<file path="src/rtl/srx_pkg.sv">
package srx_pkg;

   typedef enum logic {
      FMT_LEFTJ = 1'b0,
      FMT_I2S   = 1'b1
   } srx_fmt_e;

   typedef enum logic {
      CH_LEFT  = 1'b0,
      CH_RIGHT = 1'b1
   } srx_ch_e;

   // Word-select level that marks the left slot in a given format
   function automatic logic lr_is_left(input srx_fmt_e fmt, input logic lr);
      return (fmt == FMT_I2S) ? ~lr : lr;
   endfunction

endpackage

</file>
<file path="src/rtl/srx_edge_track.sv">
module srx_edge_track
   import srx_pkg::*;
(
   input  logic     bclk,
   input  logic     rst_n,
   input  logic     lrclk,
   input  logic     fmt_sel,
   output logic     lr_edge,
   output logic     frame_start,
   output srx_fmt_e slot_fmt,
   output srx_ch_e  slot_ch
);

   logic     lr_q;
   logic     seen_q;
   srx_fmt_e mode_q;
   srx_fmt_e sel_now;

   assign sel_now = srx_fmt_e'(fmt_sel);

   always_ff @(posedge bclk) begin
      if (!rst_n) begin
         lr_q   <= 1'b0;
         seen_q <= 1'b0;
         mode_q <= FMT_LEFTJ;
      end else begin
         lr_q   <= lrclk;
         seen_q <= 1'b1;
         if (frame_start) begin
            mode_q <= sel_now;
         end
      end
   end

   always_comb begin
      lr_edge     = seen_q && (lrclk != lr_q);
      frame_start = lr_edge && lr_is_left(sel_now, lrclk);
      slot_fmt    = frame_start ? sel_now : mode_q;
      slot_ch     = frame_start ? CH_LEFT : CH_RIGHT;
   end

endmodule

</file>
<file path="src/rtl/srx_slot_deser.sv">
module srx_slot_deser
   import srx_pkg::*;
#(
   parameter int SAMPLE_W = 24
) (
   input  logic                bclk,
   input  logic                rst_n,
   input  logic                slot_start,
   input  srx_fmt_e            slot_fmt,
   input  logic                sdata,
   output logic [SAMPLE_W-1:0] word
);

   localparam int CNT_W = $clog2(SAMPLE_W + 1);
   localparam logic [CNT_W-1:0] CNT_FULL = CNT_W'(SAMPLE_W);

   logic [CNT_W-1:0]    cnt_q;
   logic                active_q;
   logic                lead_bit;
   logic                shift_ok;
   logic [SAMPLE_W-1:0] word_nxt;

   assign lead_bit = slot_start && (slot_fmt == FMT_LEFTJ);
   assign shift_ok = !slot_start && active_q && (cnt_q < CNT_FULL);

   always_ff @(posedge bclk) begin
      if (!rst_n) begin
         cnt_q    <= '0;
         active_q <= 1'b0;
      end else if (slot_start) begin
         cnt_q    <= lead_bit ? CNT_W'(1) : '0;
         active_q <= 1'b1;
      end else if (shift_ok) begin
         cnt_q    <= cnt_q + CNT_W'(1);
      end
   end

   // Each bit position is written only while the counter points at it
   for (genvar i = 0; i < SAMPLE_W; i++) begin : g_bit
      localparam logic [CNT_W-1:0] POS = CNT_W'(SAMPLE_W - 1 - i);
      logic hit;
      assign hit = shift_ok && (cnt_q == POS);
      if (i == SAMPLE_W - 1) begin : g_msb
         assign word_nxt[i] = slot_start ? (lead_bit & sdata)
                            : (hit ? sdata : word[i]);
      end else begin : g_rest
         assign word_nxt[i] = slot_start ? 1'b0
                            : (hit ? sdata : word[i]);
      end
   end

   always_ff @(posedge bclk) begin
      if (!rst_n) begin
         word <= '0;
      end else begin
         word <= word_nxt;
      end
   end

endmodule

</file>
<file path="src/rtl/srx_sel_monitor.sv">
module srx_sel_monitor #(
   parameter int PULSE_LIMIT = 8
) (
   input  logic bclk,
   input  logic rst_n,
   input  logic fmt_sel,
   input  logic frame_start,
   output logic err
);

   localparam int CW = $clog2(PULSE_LIMIT + 1);
   localparam logic [CW-1:0] LIM = CW'(PULSE_LIMIT);

   logic          sel_q;
   logic          seen_q;
   logic          rise;
   logic [CW-1:0] pulse_cnt_q;

   assign rise = seen_q && fmt_sel && !sel_q;

   always_ff @(posedge bclk) begin
      if (!rst_n) begin
         sel_q       <= 1'b0;
         seen_q      <= 1'b0;
         pulse_cnt_q <= '0;
      end else begin
         sel_q  <= fmt_sel;
         seen_q <= 1'b1;
         if (frame_start) begin
            pulse_cnt_q <= rise ? CW'(1) : '0;
         end else if (rise && (pulse_cnt_q != LIM)) begin
            pulse_cnt_q <= pulse_cnt_q + CW'(1);
         end
      end
   end

   assign err = (pulse_cnt_q >= LIM);

endmodule

</file>
<file path="src/rtl/serial_audio_rx.sv">
module serial_audio_rx
   import srx_pkg::*;
#(
   parameter int SAMPLE_W    = 24,
   parameter int PULSE_LIMIT = 8
) (
   input  logic                bclk,
   input  logic                rst_n,
   input  logic                lrclk,
   input  logic                sdata,
   input  logic                fmt_sel,
   output logic [SAMPLE_W-1:0] left_o,
   output logic [SAMPLE_W-1:0] right_o,
   output logic                valid_o,
   output logic                fmt_err_o
);

   if (SAMPLE_W < 8 || SAMPLE_W > 32) begin : g_bad_width
      $error("serial_audio_rx: SAMPLE_W must lie in 8..32");
   end
   if (PULSE_LIMIT < 2) begin : g_bad_limit
      $error("serial_audio_rx: PULSE_LIMIT must be at least 2");
   end

   logic                lr_edge;
   logic                frame_start;
   srx_fmt_e            slot_fmt;
   srx_ch_e             slot_ch;
   logic [SAMPLE_W-1:0] word;
   logic [SAMPLE_W-1:0] left_hold_q;
   logic                have_left_q;
   logic                ch_active_q;
   srx_ch_e             cur_ch_q;

   srx_edge_track u_edge (
      .bclk        (bclk),
      .rst_n       (rst_n),
      .lrclk       (lrclk),
      .fmt_sel     (fmt_sel),
      .lr_edge     (lr_edge),
      .frame_start (frame_start),
      .slot_fmt    (slot_fmt),
      .slot_ch     (slot_ch)
   );

   srx_slot_deser #(.SAMPLE_W(SAMPLE_W)) u_deser (
      .bclk       (bclk),
      .rst_n      (rst_n),
      .slot_start (lr_edge),
      .slot_fmt   (slot_fmt),
      .sdata      (sdata),
      .word       (word)
   );

   srx_sel_monitor #(.PULSE_LIMIT(PULSE_LIMIT)) u_selmon (
      .bclk        (bclk),
      .rst_n       (rst_n),
      .fmt_sel     (fmt_sel),
      .frame_start (frame_start),
      .err         (fmt_err_o)
   );

   // Slot bookkeeping: a closing slot is filed by its channel
   always_ff @(posedge bclk) begin
      if (!rst_n) begin
         left_hold_q <= '0;
         have_left_q <= 1'b0;
         ch_active_q <= 1'b0;
         cur_ch_q    <= CH_LEFT;
         left_o      <= '0;
         right_o     <= '0;
         valid_o     <= 1'b0;
      end else begin
         valid_o <= 1'b0;
         if (lr_edge) begin
            ch_active_q <= 1'b1;
            cur_ch_q    <= slot_ch;
            if (ch_active_q) begin
               if (cur_ch_q == CH_LEFT) begin
                  left_hold_q <= word;
                  have_left_q <= 1'b1;
               end else if (have_left_q) begin
                  left_o      <= left_hold_q;
                  right_o     <= word;
                  valid_o     <= 1'b1;
                  have_left_q <= 1'b0;
               end
            end
         end
      end
   end

endmodule

</file>
<file path="config.mk">
export PLATFORM = sky130hd
export DESIGN_NAME = serial_audio_rx
export DESIGN_NICKNAME = d
export VERILOG_FILES = /design/src/rtl/srx_pkg.sv /design/src/rtl/srx_edge_track.sv /design/src/rtl/srx_slot_deser.sv /design/src/rtl/srx_sel_monitor.sv /design/src/rtl/serial_audio_rx.sv
export SDC_FILE = /design/constraint.sdc
export NUM_CORES = 1
export LEC_CHECK = 0
export BUFFER_PORTS_ARGS = -buffer_cell sky130_fd_sc_hd__buf_2
export CAP_MARGIN = 20
export CORE_MARGIN = 3
export CORE_UTILIZATION = 37
export DETAILED_ROUTE_END_ITERATION = 10
export GPL_TIMING_DRIVEN = 1
export PLACE_DENSITY = 0.64
export SLEW_MARGIN = 20
export SYNTH_ARGS = -nofsm -noshare
export SYNTH_HDL_FRONTEND = slang
export SYNTH_SLANG_ARGS = --single-unit
</file>
<file path="constraint.sdc">
create_clock -name bclk -period 1.75 [get_ports bclk]
set_clock_uncertainty 0.05 [all_clocks]
set_input_delay 0.0875 -clock bclk [delete_from_list [all_inputs] [get_ports bclk]]
set_output_delay 0.0875 -clock bclk [all_outputs]
set_load 0.02 [all_outputs]
</file>
==> summary.txt <==
Synthesis
  – Synth cell types: 36
  – Synth top area cells: dfxtp_1, nand3_1, nand2_1
  – Mapped Area: 4340 sq um
  – Avg Inst Size Synth: 8.24 sq um
  – Synthesis Warnings: 0
  – Count leader, synth: dfxtp_1
  – Post-synth EDFFs: 0
  – Top cell type's share of synthesized area: 0.521
  – Post-synthesis sequential area ratio: 0.521
  – Mapped Nets: 539
  – Ys async rst share: 0
  – Post-synth top cells: dfxtp_1, nand3_1, nand2_1
  – Most common flop cell mapped by yosys: dfxtp_1
  – #FFs+latches synth: 113
  – Largest area contributor in the netlist: dfxtp_1
  – Gate count of the mapped netlist: 527

Pwr
  – Switching pwr: 1.25 mW
  – VDD IR max: 0.780 mV
  – Gate power share: 0.040
  – P_int: 4.75 mW
  – Sequential power share: 0.436
  – PwrDens: 1130 nW/um^2
  – Clk pwr share: 0.524
  – Lkg Pwr: 1.95 nW
  – Switching part of the total: 0.209

Clocking
  – Clk Latency, worst-skew pair: 0.41 ns
  – Clock sinks: 113
  – Num CTS Buffers: 17
  – CTS resizes: 0
  – # H-tree levels: 4
  – CTS tree: done
  – Clk slew on worst S/H paths: 0.05 ns
  – Clock Path Buffers: 2
  – Clock root buffer: clkbuf_16

Status
  – Status: completed

STA
  – Fin crit period: 1.51 ns
  – Unrepaired setup endpoints after global routing: no
  – Setup tns final: 0 ns
  – Slew Limit Fails: 0
  – Final Cycle Share: 0.865
  – Final setup fails: 0
  – Fmax: 660 MHz
  – Slew HR: 0.678
  – Worst Tran Pin Value: 0.483 ns
  – Final hold vios: 0

Detailed routing
  – DRT Pass-1 Iters: 5
  – Via density: 5.01
  – Post-route ant nets: 0
  – WL/cell: 12.8 um
  – Via count: 3,602
  – Post-Route WL: 9170 um
  – DRC Markers: 0
  – Initial drt markers: 327

Global routing
  – Initial antenna violation count: 0
  – Largest net degree at the start of global routing: 110
  – Grt ovf: 0
  – First-pass GRT wire length: 15,500 um
  – Overall routing resource usage: 0.147
  – Vias in the first global route: 3,324

Floorplanning
  – IO Count: 55
  – Die ar.: 13,100 sq um
  – Core area: 11,200 sq um
  – Die H: 114 um
  – Starting Density: 0.389
  – Std cell rows: 38
  – Die W: 114 um

Worst setup path
  – Buf/Inv on CP: 1
  – Critical path cell sequence: xor2_2 -> nand4_4 -> buf_12 -> nand3_1 -> o21ai_0
  – Arr. time, crit path: 1.74 ns
  – Slowest CP cell: dfxtp_1
  – Crit end category: flip-flop
  – Worst-path maximum fanout: 97
  – Setup CP Type: reg -> reg
  – Crit path max-delay family: flip-flops
  – CP Data Required Time: 1.97 ns
  – Max incr delay on CP: 0.39 ns
  – Startpoint Class: flip-flop

Cells and area
  – Final #Nets: 579
  – P&R area growth vs syn: 22.5%
  – Final Non-Filler Cells: 719
  – Fill cells: 1,065
  – # diodes: 0
  – Layout cell share with drive strength beyond 1: 0.174
  – Final Util: 0.476

Place
  – Detailed Place HPWL: 6010 um
  – I/O Buffers: 54
  – Placed Cells: 685
  – Routability cong.: 0.788

Min path
  – Hold Path Class: in -> reg

Flow run
  – Max-cap violations: 0
## cells by family (layout without fill, tap and decap cells)
logic type,count (synthesis),in the layout,synth area share
flip-flops,113,113,0.521
AO/OA/AOI/OAI,116,116,0.141
AND/OR/NAND/NOR,226,226,0.249
adder cells (fa/ha/maj),7,7,0.0202
multiplexers,1,1,0.00230
buffers and inverters,58,110,0.0530
XOR/XNOR,6,6,0.0138
## path summary, 6_finish.rpt
kind | from | endpoint | slack, ns | cells after the start
worst min-delay path | sdata | u_deser.word[5] | 0.12 | 3
worst max register to register | u_edge.lr_q | right_o[18] | 0.24 | 5
worst max-delay path | u_edge.lr_q | right_o[18] | 0.24 | 5
worst min register to register | left_hold_q[14] | left_o[14] | 0.40 | 2
## worst register-to-register path: stages, from the launching register on
cell,delay (ns)
dfxtp_1,0.39
xor2_2,0.27
nand4_4,0.14
buf_12,0.22
nand3_1,0.21
o21ai_0,0.09
## flip-flops by register name (all words and copies together) (netlist names)
name / flops
u_edge.lr_q: 1
u_deser.word: 24
u_selmon.sel_q: 1
valid_o: 1
right_o: 24
u_edge.seen_q: 1
u_edge.mode_q: 1
left_o: 24
u_selmon.pulse_cnt_q: 4
u_deser.active_q: 1
left_hold_q: 24
u_deser.cnt_q: 5
have_left_q: 1
cur_ch_q: 1
## cells in the final DEF (no fill, tap or decap), drive strengths merged, types with 5 or more instances in the layout
cell and n:
inv 9, clkbuf 25, nor2 8, and2 5, nand2 95, clkinv 5
ha 7, nand3 98, o21ai 75, buf 67, dfxtp 113, a21oi 31
## metrics by stage
stage | hold slack (ns) | area (sq um) | setup slack (ns) | total power, mW
4_1_cts | 0.0990 | 5320 | 0.241 | 6.06
2_1_floorplan | 0.0652 | 4340 | 0.169 | 2.83
3_3_place_gp | 0.310 | 4740 | 0.305 | 2.90
6_report | 0.123 | 5320 | 0.236 | 6.00
5_1_grt | 0.145 | 5320 | 0.118 | 6.22
3_5_place_dp | 0.314 | 4740 | 0.252 | 2.90
## layout make-up
| type | instances | area (sq um) | area share |
|---|---|---|---|
| clock inverter | 6 | 55.1 | 0.0104 |
| inverter | 9 | 33.8 | 0.00635 |
| multi-input combinational | 356 | 1860 | 0.350 |
| clock buffer | 25 | 495 | 0.0932 |
| tap | 140 | 175 | 0.0329 |
| sequential | 113 | 2260 | 0.425 |
| timing repair buffer | 70 | 438 | 0.0823 |
## timing repair
| item | 4_1_cts | 5_1_grt |
|---|---|---|
| hold buffers | 3 | 0 |
| hold endpoints to repair | 4 | 0 |
| buffers inserted | 0 | 0 |
## power by group through the flow
stage	Sequential [mW]	Clock, mW	Combinational [mW]
after CTS	2.62	3.21	0.240
after floorplan	2.66	0	0.169
after global routing	2.62	3.34	0.265
after global placement	2.67	0	0.230
final	2.62	3.15	0.238
after detailed placement	2.67	0	0.235
## metal layers
layer	GRT usage	vias to the layer above	wire length, um
met1	0.191	1637	4510
li1	-	1882	-
met4	0.0602	0	129
met2	0.228	74	4120
met3	0.0460	9	417
met5	0	-	0
Note: power is estimated with default switching activity, not from simulation.
